<file path="src/rtl/ticker_pkg.sv">
package ticker_pkg;
  localparam int SEG_W      = 7;
  localparam int NUM_DIGITS = 6;
  localparam int WORD_LEN   = 6;
  localparam int IDX_W      = $clog2(WORD_LEN);

  // Active-low, bit order {g,f,e,d,c,b,a}
  localparam logic [SEG_W-1:0] SEG_H     = 7'b0001001;
  localparam logic [SEG_W-1:0] SEG_E     = 7'b0000110;
  localparam logic [SEG_W-1:0] SEG_L     = 7'b1000111;
  localparam logic [SEG_W-1:0] SEG_O     = 7'b1000000;
  localparam logic [SEG_W-1:0] SEG_BLANK = 7'b1111111;

  typedef enum logic {ST_LOAD, ST_LOOP} tickerState_t;

  typedef struct packed {
    logic             shift;
    logic             recirc;
    logic [SEG_W-1:0] newSeg;
  } tickerStrobe_t;

  function automatic logic [SEG_W-1:0] wordChar(input logic [IDX_W-1:0] idx);
    case (idx)
      3'd0:    wordChar = SEG_H;
      3'd1:    wordChar = SEG_E;
      3'd2:    wordChar = SEG_L;
      3'd3:    wordChar = SEG_L;
      3'd4:    wordChar = SEG_O;
      default: wordChar = SEG_BLANK;
    endcase
  endfunction
endpackage

</file>
<file path="src/rtl/ticker_prescaler.sv">
module ticker_prescaler #(
  parameter int CLK_DIV = 50_000_000
) (
  input  logic clk,
  input  logic rstN,
  output logic tick
);
  localparam int CNT_W = (CLK_DIV > 1) ? $clog2(CLK_DIV) : 1;
  localparam logic [CNT_W-1:0] LAST = CNT_W'(CLK_DIV - 1);

  logic [CNT_W-1:0] count;

  assign tick = (count == LAST);

  always_ff @(posedge clk) begin
    if (!rstN)      count <= '0;
    else if (tick)  count <= '0;
    else            count <= count + 1'b1;
  end

  AST_COUNT_RANGE: assert property (@(posedge clk) disable iff (!rstN)
    count <= LAST);

  generate
    if (CLK_DIV > 1) begin : g_tickGap
      AST_TICK_ISOLATED: assert property (@(posedge clk) disable iff (!rstN)
        tick |=> !tick);
    end
  endgenerate
endmodule

</file>
<file path="src/rtl/ticker_ctrl.sv">
module ticker_ctrl
  import ticker_pkg::*;
(
  input  logic          clk,
  input  logic          rstN,
  input  logic          tick,
  output tickerStrobe_t strb
);
  tickerState_t     state, stateNext;
  logic [IDX_W-1:0] loadIdx, loadIdxNext;

  always_comb begin
    stateNext   = state;
    loadIdxNext = loadIdx;
    strb.shift  = tick;
    strb.recirc = (state == ST_LOOP);
    strb.newSeg = wordChar(loadIdx);
    case (state)
      ST_LOAD: begin
        if (tick) begin
          if (loadIdx == IDX_W'(WORD_LEN - 1)) begin
            stateNext   = ST_LOOP;
            loadIdxNext = '0;
          end else begin
            loadIdxNext = loadIdx + 1'b1;
          end
        end
      end
      default: stateNext = ST_LOOP;
    endcase
  end

  always_ff @(posedge clk) begin
    if (!rstN) begin
      state   <= ST_LOAD;
      loadIdx <= '0;
    end else begin
      state   <= stateNext;
      loadIdx <= loadIdxNext;
    end
  end

  AST_LOOP_STICKY: assert property (@(posedge clk) disable iff (!rstN)
    state == ST_LOOP |=> state == ST_LOOP);

  AST_IDX_RANGE: assert property (@(posedge clk) disable iff (!rstN)
    loadIdx < IDX_W'(WORD_LEN));

  AST_STATE_ON_TICK: assert property (@(posedge clk) disable iff (!rstN)
    !tick |=> $stable(state) && $stable(loadIdx));
endmodule

</file>
<file path="src/rtl/ticker_shift.sv">
module ticker_shift
  import ticker_pkg::*;
(
  input  logic                                clk,
  input  logic                                rstN,
  input  tickerStrobe_t                       strb,
  output logic [NUM_DIGITS-1:0][SEG_W-1:0]    digits
);
  logic [SEG_W-1:0] entry;

  assign entry = strb.recirc ? digits[NUM_DIGITS-1] : strb.newSeg;

  always_ff @(posedge clk) begin
    if (!rstN)           digits[0] <= SEG_BLANK;
    else if (strb.shift) digits[0] <= entry;
  end

  generate
    for (genvar i = 1; i < NUM_DIGITS; i++) begin : g_stage
      always_ff @(posedge clk) begin
        if (!rstN)           digits[i] <= SEG_BLANK;
        else if (strb.shift) digits[i] <= digits[i-1];
      end
    end
  endgenerate

  AST_CHAIN_MOVE: assert property (@(posedge clk) disable iff (!rstN)
    strb.shift |=> digits[NUM_DIGITS-1] == $past(digits[NUM_DIGITS-2]));

  AST_RING_CLOSE: assert property (@(posedge clk) disable iff (!rstN)
    strb.shift && strb.recirc |=> digits[0] == $past(digits[NUM_DIGITS-1]));

  AST_HOLD_IDLE: assert property (@(posedge clk) disable iff (!rstN)
    !strb.shift |=> $stable(digits));
endmodule

</file>
<file path="src/rtl/ticker_scroll.sv">
module ticker_scroll
  import ticker_pkg::*;
#(
  parameter int CLK_DIV = 50_000_000
) (
  input  logic       clk,
  input  logic       rstN,
  output logic [6:0] seg0,
  output logic [6:0] seg1,
  output logic [6:0] seg2,
  output logic [6:0] seg3,
  output logic [6:0] seg4,
  output logic [6:0] seg5
);
  logic                             tick;
  tickerStrobe_t                    strb;
  logic [NUM_DIGITS-1:0][SEG_W-1:0] digits;

  ticker_prescaler #(.CLK_DIV(CLK_DIV)) u_prescaler (
    .clk(clk), .rstN(rstN), .tick(tick)
  );

  ticker_ctrl u_ctrl (
    .clk(clk), .rstN(rstN), .tick(tick), .strb(strb)
  );

  ticker_shift u_shift (
    .clk(clk), .rstN(rstN), .strb(strb), .digits(digits)
  );

  assign seg0 = digits[0];
  assign seg1 = digits[1];
  assign seg2 = digits[2];
  assign seg3 = digits[3];
  assign seg4 = digits[4];
  assign seg5 = digits[5];

  AST_RESET_BLANK: assert property (@(posedge clk)
    !rstN |=> digits == {NUM_DIGITS{SEG_BLANK}});
endmodule

</file>
<file path="config.mk">
export PLATFORM = sky130hd
export DESIGN_NAME = ticker_scroll
export DESIGN_NICKNAME = d
export VERILOG_FILES = /design/src/rtl/ticker_pkg.sv /design/src/rtl/ticker_prescaler.sv /design/src/rtl/ticker_ctrl.sv /design/src/rtl/ticker_shift.sv /design/src/rtl/ticker_scroll.sv
export SDC_FILE = /design/constraint.sdc
export NUM_CORES = 1
export LEC_CHECK = 0
export BUFFER_PORTS_ARGS = -buffer_cell sky130_fd_sc_hd__buf_2
export CORE_MARGIN = 2
export CORE_UTILIZATION = 41
export CTS_BUF_LIST = sky130_fd_sc_hd__clkbuf_4 sky130_fd_sc_hd__clkbuf_8
export DETAILED_ROUTE_END_ITERATION = 8
export PLACE_DENSITY_LB_ADDON = 0.12
export SYNTH_ARGS = -nofsm -noshare
export SYNTH_HDL_FRONTEND = slang
export SYNTH_SLANG_ARGS = --single-unit
</file>
<file path="constraint.sdc">
create_clock -name clk -period 5.25 [get_ports clk]
set_clock_uncertainty 0.2 [all_clocks]
set_input_delay 0.2625 -clock clk [delete_from_list [all_inputs] [get_ports clk]]
set_output_delay 0.2625 -clock clk [all_outputs]
set_load 0.02 [all_outputs]
</file>
# --- After elaboration in Yosys (flattened, before gate mapping) ---
# Cells that the tools add are included.
totals:
  reg_bits: 72
  output_inout_bits: 42
  wordCells: 29
classes:
  addsub: 2
  n_eq_ne: 6
  n_mux: 6
  n_bitwise: 2
  n_reduce_logical: 4
ops:
  columns: ["op", "n"]
  rows:
  - ["7-bit case mux with 4 select lines", 1]
  - ["26-bit by 1-bit adder with 26-bit output, second input constant", 1]
  - ["26-bit == test, second input constant", 1]
  - ["7-bit 2-to-1 mux", 1]
  - ["3-bit by 2-bit == test with 1-bit output, second input constant", 2]
  - ["3-bit == test, second input constant", 2]
  - ["2-bit OR reduction", 2]
  - ["3-bit by 1-bit adder with 3-bit output, second input constant", 1]
  - ["3-bit by 1-bit == test with 1-bit output, second input constant", 1]
  - ["3-bit logical NOT", 1]
  - ["1-bit 2-to-1 mux", 3]
  - ["3-bit 2-to-1 mux", 1]
  - ["1-bit NOT", 2]
  - ["2-bit AND reduction", 1]

# --- Depth between registers and ports, before layout ---
# Gate-level depths: netlist (run 1).
depth:
  depth_word: 4
  ltp_mapped: 7

# --- By module ---
# From an unflattened synthesis (run 1), not the netlist that was laid out.
unflattened:
  hier_cells: 325
  hier_area_um2: 3150.5
modules_own_cells:
  columns: ["mod", "n_inst", "cells_per_inst", "area_each_um2"]
  rows:
  - ["ticker_shift", 1, 146, 1615.3]
  - ["ticker_prescaler", 1, 142, 1234.9]
  - ["ticker_ctrl", 1, 37, 300.3]

# --- Worst setup path before layout (run 1) ---
# No wires, ideal clock.
synth_timing:
  path_type: "reg-to-reg"
  start: "reg u_prescaler.count[0]"
  end: "reg u_prescaler.count[3]"
  setup_time_ns: 0.118
  t_arrival_ns: 1.734
  slack_ns: 3.198
  stages_incl_launch_ff: 8
  n_path_buf: 2
  period_less_slack_ns: 2.052
  cell_sequence: "dfxtp_1 -> ha_1 -> nand2_1 -> or3_2 -> buf_2 -> o21ai_2 -> buf_2 -> nor2_1"
synth_between:
  elab_chain_cells: 2
synth_rtl:
  columns: ["element", "line", "rtl"]
  rows:
  - ["from (decl)", "ticker_prescaler.sv:11", "logic [CNT_W-1:0] count;"]
  - ["from (signal assigned)", "ticker_prescaler.sv:18", "else count <= count + 1'b1;"]
  - ["branches (longest 2 deep; another with 26-bit by 1-bit adder with 26-bit output)", null, null]
# Parallel ways; which one is timed is not known.
# A chain may end at the register's enable or synchronous reset.

# --- Worst setup path in the final report (run 1) ---
# Same ends and word-level chain as after synthesis.

==> run summary, run 1 <==
By startpoint and endpoint, the worst setup path is classified as register to register. The starting utilization of the core area came out at 0.425. The register bit total from synthesis is 72. The maximum level of the CTS H-tree came out at 3. The post-cts resize count is 0. The total global-route track usage is 0.188. The number of antenna cells inserted is 0.

The final-layout setup total negative slack came out at 0 ns. The total count of hold-check failures in the final report came out at 0. The highest attainable clock frequency is 336 MHz. In the synthesized netlist, the number of instances is 372.

The power per cell area is 286 mW/mm^2. At the end of the flow the core is filled with cells to 0.484. The violation count after the first detailed-routing iteration is 173. The number of distinct standard cells referenced by the synthesized netlist is 38.

The core area is 0.00729 mm^2. After detailed routing, the number of vias per cell comes to 5.61. The via count is 2814. The die width came out at 90.9 um. The critical path arrival came out at 2.97 ns.

The number of endpoints failing setup at the final stage came out at 0. Pin placement for this block handled 44 I/O pins. In this run the static leakage power is 1.07 nW. The number of placement rows is 31. In the global route stage, met1 resource usage came out at 0.265. In the final layout, the share of cells above drive strength 1 is 0.179. Clock latency on the worst-skew pair, taken at its later pin, is 0.35 ns. The length of the first detailed-routing pass in iterations is 4. In the final routed layout, each cell accounts on average for 14.9 um. For this run, design rule violations remaining after detail routing come to 0. The minimum setup slack in the final design came out at 2.28 ns. The wire length of the first global-routing pass came out at 12700 um. The global routing's busiest layer is met2. Entering global routing, the biggest net connects 47 pins. The measured slew at the worst slew-check pin is 1.03 ns.

The hold buffer count at CTS is 0. The kind of end point of the critical path is a register. The flow ran to the end, and the final reports show no timing, DRC or antenna violations.

The fraction of power consumed by the clock network came out at 0.444. The setup slack after placement came out at 2.25 ns. The post-CTS setup-driven buffer insertion count came out at 0. The number of nets with antenna violations after detailed routing came out at 0. The total of buffers placed on input and output ports is 43. The worst setup path is launched from a register. The vertical extent of the die came out at 90.9 um. In this run the clock root is driven by a sky130_fd_sc_hd__clkbuf_8. The switching share of power is 0.234.

The number of global-route vias before repair was 2475. The met3 demand-to-capacity share in global routing came out at 0.0634. The time the worst path needs with I/O delays and setup is 2.97 ns. For this run, the register share of the synthesized area comes to 0.465. The final period utilization came out at 0.566.

The total clock buffers created by CTS came out at 9. The number of synthesis warnings came out at 0. The number of antenna violations at the first check in global routing came to 0. The met2 routing resource usage after global routing came out at 0.276.

The number of cells in the design after placement came out at 486. The buffer levels on the longest clock path is 2. The final cell count without fillers is 502. The reported net switching power is 0.237 mW. The clock edge transition at the registers on the reported setup and hold paths came out at 0.07 ns. Of the total power, combinational logic draws 0.013. The cell-internal power came out at 0.773 mW. The total overflow left after global routing is 0. The count of final max-slew check failures was 0. The worst-case vdd ir drop came out at 0.141 mV.

The CTS tree is yes. The path class of the tightest hold or removal check is register to register. At the end of routability-driven placement, the weighted congestion stood at 0.732. The data required time at the worst endpoint is 5.25 ns.

Across the run, the number of max-cap violations was 0. After synthesis the cells add up to 0.00310 mm^2. Summed over all nets, the half-perimeter wirelength after detailed placement is 4510 um.

The synthesized netlist net count came out at 376. The proportion of power drawn by flip-flops and latches is 0.543. Each instance of the synthesized netlist takes up on average 8.32 um^2. For this block, the routed nets add up to 7500 um of wire. The total number of clock tree sinks is 72. The total power after layout came out at 1.01 mW.

Setup repair after global routing left no endpoint under its margin. In this run the tightest slew margin relative to its limit is 0.310. The area of the die came out at 0.00826 mm^2.

The area growth from synthesis to final layout is 14.1%. After the last flow step, the layout net total stands at 402. The largest fanout on the critical path is 46.
==> cell usage after synthesis <==
library cell | n | area share
sky130_fd_sc_hd__o2bb2ai_1 | 1 | 0.0028
sky130_fd_sc_hd__or3_1 | 8 | 0.016
sky130_fd_sc_hd__o41ai_1 | 1 | 0.0028
sky130_fd_sc_hd__o311ai_0 | 4 | 0.011
sky130_fd_sc_hd__or3_2 | 2 | 0.0048
sky130_fd_sc_hd__and3b_1 | 1 | 0.0028
sky130_fd_sc_hd__and2_1 | 1 | 0.0020
sky130_fd_sc_hd__o31ai_1 | 6 | 0.015
sky130_fd_sc_hd__or4_4 | 3 | 0.011
sky130_fd_sc_hd__a22o_1 | 2 | 0.0057
sky130_fd_sc_hd__nor3_1 | 10 | 0.016
sky130_fd_sc_hd__o211ai_1 | 1 | 0.0024
sky130_fd_sc_hd__clkbuf_1 | 26 | 0.032
sky130_fd_sc_hd__or4_1 | 4 | 0.0097
sky130_fd_sc_hd__buf_2 | 3 | 0.0048
sky130_fd_sc_hd__buf_6 | 2 | 0.0073
sky130_fd_sc_hd__o21ai_2 | 1 | 0.0028
sky130_fd_sc_hd__nor4_1 | 3 | 0.0061
sky130_fd_sc_hd__ha_1 | 2 | 0.0081
sky130_fd_sc_hd__and4_1 | 3 | 0.0085
sky130_fd_sc_hd__inv_1 | 10 | 0.012
sky130_fd_sc_hd__nand3_1 | 78 | 0.13
sky130_fd_sc_hd__xnor2_1 | 10 | 0.028
sky130_fd_sc_hd__a21oi_1 | 18 | 0.029
sky130_fd_sc_hd__a211oi_1 | 1 | 0.0024
sky130_fd_sc_hd__nor2_1 | 22 | 0.027
sky130_fd_sc_hd__nand4_1 | 7 | 0.014
sky130_fd_sc_hd__nand4_4 | 1 | 0.0069
sky130_fd_sc_hd__nand4_2 | 1 | 0.0040
sky130_fd_sc_hd__nand2_1 | 10 | 0.012
sky130_fd_sc_hd__and3_1 | 1 | 0.0020
sky130_fd_sc_hd__dfxtp_1 | 72 | 0.47
sky130_fd_sc_hd__a21oi_2 | 1 | 0.0028
sky130_fd_sc_hd__o21ai_0 | 51 | 0.082
sky130_fd_sc_hd__xor2_1 | 2 | 0.0057
sky130_fd_sc_hd__and4b_1 | 1 | 0.0032
sky130_fd_sc_hd__nand2b_1 | 1 | 0.0020
sky130_fd_sc_hd__maj3_1 | 1 | 0.0032
==> power groups by stage <==
stage / combinational [mW] / clock, mW / sequential (mW)
4_1_cts: 0.0131 / 0.462 / 0.549
6_report: 0.0128 / 0.448 / 0.549
3_3_place_gp: 0.0132 / 0 / 0.562
2_1_floorplan: 0.0104 / 0 / 0.562
3_5_place_dp: 0.0130 / 0 / 0.562
5_1_grt: 0.0147 / 0.484 / 0.549
==> routing by layer <==
layer	routed length, um	up-vias
met5	0	-
li1	-	1404
met3	367	7
met4	62	0
met1	3680	1345
met2	3380	58
==> stage by stage <==
| stage | hold WS [ns] | instance area (um^2) |
|---|---|---|
| after floorplan | 0.218 | 3100 |
| after global placement | 0.234 | 3330 |
| after detailed placement | 0.243 | 3330 |
| after CTS | 0.249 | 3530 |
| after global routing | 0.274 | 3530 |
| final | 0.257 | 3530 |
==> cell type report <==
class / instances / area (um^2)
clock buffers: 9 / 124
clock inverters: 7 / 80.1
fillers: 751 / 3760
inverters: 10 / 37.5
multi-input cells: 259 / 1490
flip-flops and latches: 72 / 1440
well taps: 99 / 124
repair buffers: 46 / 238
==> layout by cell type (no fill, tap or decap), types with 2 or more instances in the layout <==
master / instances
sky130_fd_sc_hd__nand3_1: 78
sky130_fd_sc_hd__dfxtp_1: 72
sky130_fd_sc_hd__o21ai_0: 51
sky130_fd_sc_hd__buf_2: 43
sky130_fd_sc_hd__nor2_1: 22
sky130_fd_sc_hd__a21oi_1: 18
sky130_fd_sc_hd__inv_1: 10
sky130_fd_sc_hd__nand2_1: 10
sky130_fd_sc_hd__xnor2_1: 10
sky130_fd_sc_hd__nor3_1: 9
sky130_fd_sc_hd__clkbuf_8: 9
sky130_fd_sc_hd__or3_1: 8
sky130_fd_sc_hd__nand4_1: 7
sky130_fd_sc_hd__o31ai_1: 6
sky130_fd_sc_hd__o311ai_0: 4
sky130_fd_sc_hd__or4_1: 4
sky130_fd_sc_hd__and4_1: 3
sky130_fd_sc_hd__nor4_1: 3
sky130_fd_sc_hd__or4_4: 3
sky130_fd_sc_hd__clkinv_4: 3
sky130_fd_sc_hd__buf_4: 3
sky130_fd_sc_hd__or3_2: 2
sky130_fd_sc_hd__a22o_1: 2
sky130_fd_sc_hd__xor2_1: 2
sky130_fd_sc_hd__ha_1: 2
sky130_fd_sc_hd__clkinvlp_4: 2
==> state kept, by name (all words and copies together), names as in the netlist <==
signal and flops:
u_prescaler.count 26, u_shift.digits 42, u_ctrl.loadIdx 3, u_ctrl.state 1
==> cells by family (layout without fill, tap and decap cells) <==
family | count (synthesis) | after routing | synth area share
and+or+nand+nor | 157 | 157 | 0.274
adders and majority gates | 3 | 3 | 0.0113
AOI/OAI and AO/OA | 87 | 87 | 0.159
DFF | 72 | 72 | 0.465
xor gates and xnor gates | 12 | 12 | 0.0339
buffers and inverters | 41 | 72 | 0.0558
==> final timing paths <==
path,from,to,slack (ns),depth (start not counted)
setup / recovery,u_prescaler.count[0],u_prescaler.count[3],2.28,5
hold / removal,u_prescaler.count[0],u_prescaler.count[0],0.26,1
setup reg to reg,u_prescaler.count[0],u_prescaler.count[3],2.28,5
hold reg to reg,u_prescaler.count[0],u_prescaler.count[0],0.26,1
==> worst max-delay path: stages, from the launching register on <==
cell and delay [ns]:
sky130_fd_sc_hd__dfxtp_1 0.36, sky130_fd_sc_hd__ha_1 0.21, sky130_fd_sc_hd__nand2_1 0.15, sky130_fd_sc_hd__or3_2 0.85
sky130_fd_sc_hd__o21ai_2 0.93, sky130_fd_sc_hd__nor2_1 0.10
No activity file was read; power rests on OpenSTA's default activity.
==> inputs of run 2 (changes only) <==
==> constraint.sdc (replaced) <==
create_clock -name clk -period 3 [get_ports clk]
set_clock_uncertainty 0.2 [all_clocks]
set_input_delay 0.15 -clock clk [delete_from_list [all_inputs] [get_ports clk]]
set_output_delay 0.15 -clock clk [all_outputs]
set_load 0.02 [all_outputs]
==> run 2 against run 1 <==
  * Die area did not move
  * Setup slack got worse by 1.6 ns
  * Cell count rose by 0.80%
  * Largest power group unchanged
  * Total power rose by 84%
  * Utilization rose by 0.98 points
  * First-iteration DRC count rose by 23%
  * Design area rose by 2.0%
  * Wire length rose by 1.3%
  * Sequential cell count did not move
  * Highest routed layer unchanged
  * Global-route usage rose by 0.60 points
==> run summary, run 2 (synthesis results as in run 1) <==
The run finished with clean final reports. The data required time at the worst endpoint came to 3.00 ns (-2.25 ns). The die width is 90.9 um (unchanged). The critical path arrival is 2.30 ns (-0.67 ns).

The total number of clock tree sinks came out at 72 (unchanged). The final period utilization is 0.767 (+0.201). The wire length on met3 is 357 um (-2.7%). The largest registers in the layout are u_shift.digits: 42 flops, u_prescaler.count: 26 flops, u_ctrl.loadIdx: 3 flops. The total congestion overflow after global routing came out at 0 (unchanged). The switching share of power is 0.204 (-0.0302).

Clock tree synthesis selected as its root buffer the cell sky130_fd_sc_hd__clkbuf_8. The number of cells in the design after placement is 489 (+0.62%). TritonCTS built the clock tree.

The number of endpoints failing setup at the final stage is 0 (unchanged). The measured slew at the worst slew-check pin came to 0.436 ns (-0.599 ns). The clock latency of the later-clocked register in the worst-skew pair is 0.34 ns (about the same). The area growth from synthesis to final layout came out at 16.4%. The top cell types in the final layout, fill and taps aside, are 78 x sky130_fd_sc_hd__nand3_1, 72 x sky130_fd_sc_hd__dfxtp_1, 51 x sky130_fd_sc_hd__o21ai_0. The launch instance of the worst register-to-register path is u_prescaler.count[0].

The met2 wire length is 3470 um (+2.7%). The largest net degree at the start of global routing came to 47 (unchanged). The combinational share of power is 0.015 (+0.002). After detailed routing, no signal wire sits above met4. The vertical extent of the die came out at 90.9 um (unchanged).

STA classifies the critical path startpoint as a register. The reported net switching power came out at 0.379 mW (+60%). The DRC violation count after routing is 0 (unchanged).

The number of antenna cells inserted came out at 0 (unchanged). Setup repair after global routing left no endpoint under its margin. The length of the first detailed-routing pass in iterations was 4 (unchanged).

The post-placement cell area came out at 0.00336 mm^2 (+1.1%). The hold path startpoint is u_prescaler.count[0]. The number of global-route vias before repair was 2580 (+4.2%). The fraction of power consumed by the clock network is 0.468 (+0.024). The proportion of power drawn by flip-flops and latches is 0.517 (-0.026). The worst setup path is captured at a register. The most critical setup path has its startpoint at u_prescaler.count[0].

The register containing the most flip-flops in the final layout is u_shift.digits. The count of max-cap constraint violations is 0 (unchanged). The minimum setup slack in the final design is 0.698 ns (-1.58 ns).

The violation count after the first detailed-routing iteration is 212 (+23%). The total global-route track usage came out at 0.194 (+0.00602). The number of top-level pins is 44 (unchanged). The post-detailed-routing wire length came to 7600 um (+1.3%). The time the worst path needs with I/O delays and setup is 2.30 ns (-0.672 ns). The post-layout instance area is 0.00360 mm^2 (+2.0%). The core area is 0.00729 mm^2 (unchanged).

The number of antenna violations at the first check in global routing was 0 (unchanged). The post-cts resize count is 0 (unchanged). The cell-internal power is 1.48 mW (+91%). The highest attainable clock frequency came out at 434 MHz (+29%). The met1 layer wirelength in the final routing came to 3720 um (+0.95%).

The worst-case vdd ir drop is 0.281 mV (+99%). The area of the die came out at 0.00826 mm^2 (unchanged). The number of flip-flops under the largest register name came out at 42 (unchanged). The leakage power summed over all cells is 1.11 nW (+4.3%).

The post-detailed-placement half-perimeter wirelength was 4810 um (+6.7%). The total clock buffers created by CTS came out at 9 (unchanged). The path type of the worst min-delay path is register to register.

The post-layout net count is 406 (+1.0%). The final-layout setup total negative slack is 0 ns (unchanged). The last weighted congestion value of the routability-driven placer is 0.780 (+6.6%). The critical path class is register to register.

The detailed-route wire length per cell came out at 15.0 um (+0.55%). The average via count per standard cell was 5.55 (-1.1%). The library cell used most frequently in the layout, excluding fill and tap cells, is sky130_fd_sc_hd__nand3_1. The number of nets with antenna violations after detailed routing is 0 (unchanged). The final cell count without fillers came to 506 (+0.80%). The power per cell area is 516 mW/mm^2 (+80%). The buffer levels on the longest clock path came out at 2 (unchanged). The number of placement rows came out at 31 (unchanged). The via count came out at 2806 (-0.28%). The worst max-slew margin expressed relative to the limit was 0.710 (+0.399). The setup slack after placement was 0.693 ns (-1.56 ns). The count of final max-slew check failures is 0 (unchanged). The maximum level of the CTS H-tree is 3 (unchanged). The largest fanout on the critical path is 36 (-22%). The starting utilization of the core area came out at 0.425 (unchanged). The wire length of the first global-routing pass is 13200 um (+3.5%). The total count of hold-check failures in the final report is 0 (unchanged).

The clock edge transition at the registers on the reported setup and hold paths is 0.07 ns (about the same). The total of buffers placed on input and output ports came out at 43 (unchanged). The layout cell share with drive strength beyond 1 is 0.184 (+0.00562).
==> run 2: per-layer routing <==
layer	vias to the layer above	GRT usage
li1	1409	-
met1	1330	0.280
met2	60	0.289
met3	7	0.0543
met4	0	0.0455
met5	-	0
==> run 2: repair_timing <==
action                                 in CTS  in global routing
hold buffers                                1                  0
buffers inserted                            0                  0
endpoints found under the hold margin       7                  0
==> run 2: cell type report <==
class,count,area (um^2)
timing repair buffer,50,283
tap,99,124
sequential,72,1440
clock inverter,5,78.8
clock buffer,11,151
inverter,10,37.5
multi-input combinational,259,1490
fill,764,3690
==> run 2: path summary, 6_finish.rpt <==
| kind | endpoint | slack, ns | depth (start not counted) |
|---|---|---|---|
| setup / recovery | u_shift.digits[1] | 0.70 | 6 |
| hold / removal | u_prescaler.count[0] | 0.26 | 1 |
| setup reg to reg | u_shift.digits[1] | 0.70 | 6 |
| hold reg to reg | u_prescaler.count[0] | 0.26 | 1 |
==> run 2: power groups by stage <==
stage	sequential (mW)	combinational, mW	clock [mW]
final	0.961	0.0279	0.870
after global routing	0.961	0.0314	0.935
after CTS	0.961	0.0284	0.894
after detailed placement	0.983	0.0271	0
after global placement	0.983	0.0270	0
after floorplan	0.983	0.0183	0
==> run 2: metrics by stage <==
stage / util / hold WS (ns) / power, mW
2_1_floorplan: - / 0.218 / 1.00
3_3_place_gp: 0.461 / 0.238 / 1.01
3_5_place_dp: 0.461 / 0.247 / 1.01
4_1_cts: 0.494 / 0.259 / 1.88
5_1_grt: 0.494 / 0.297 / 1.93
6_report: 0.494 / 0.257 / 1.86
==> run 2: worst max-delay path, stage by stage, from the launching register on <==
cell	delay, ns
sky130_fd_sc_hd__dfxtp_1	0.36
sky130_fd_sc_hd__ha_1	0.21
sky130_fd_sc_hd__nand2_1	0.14
sky130_fd_sc_hd__or3_2	0.64
sky130_fd_sc_hd__buf_4	0.29
sky130_fd_sc_hd__o21ai_0	0.18
sky130_fd_sc_hd__o311ai_0	0.14
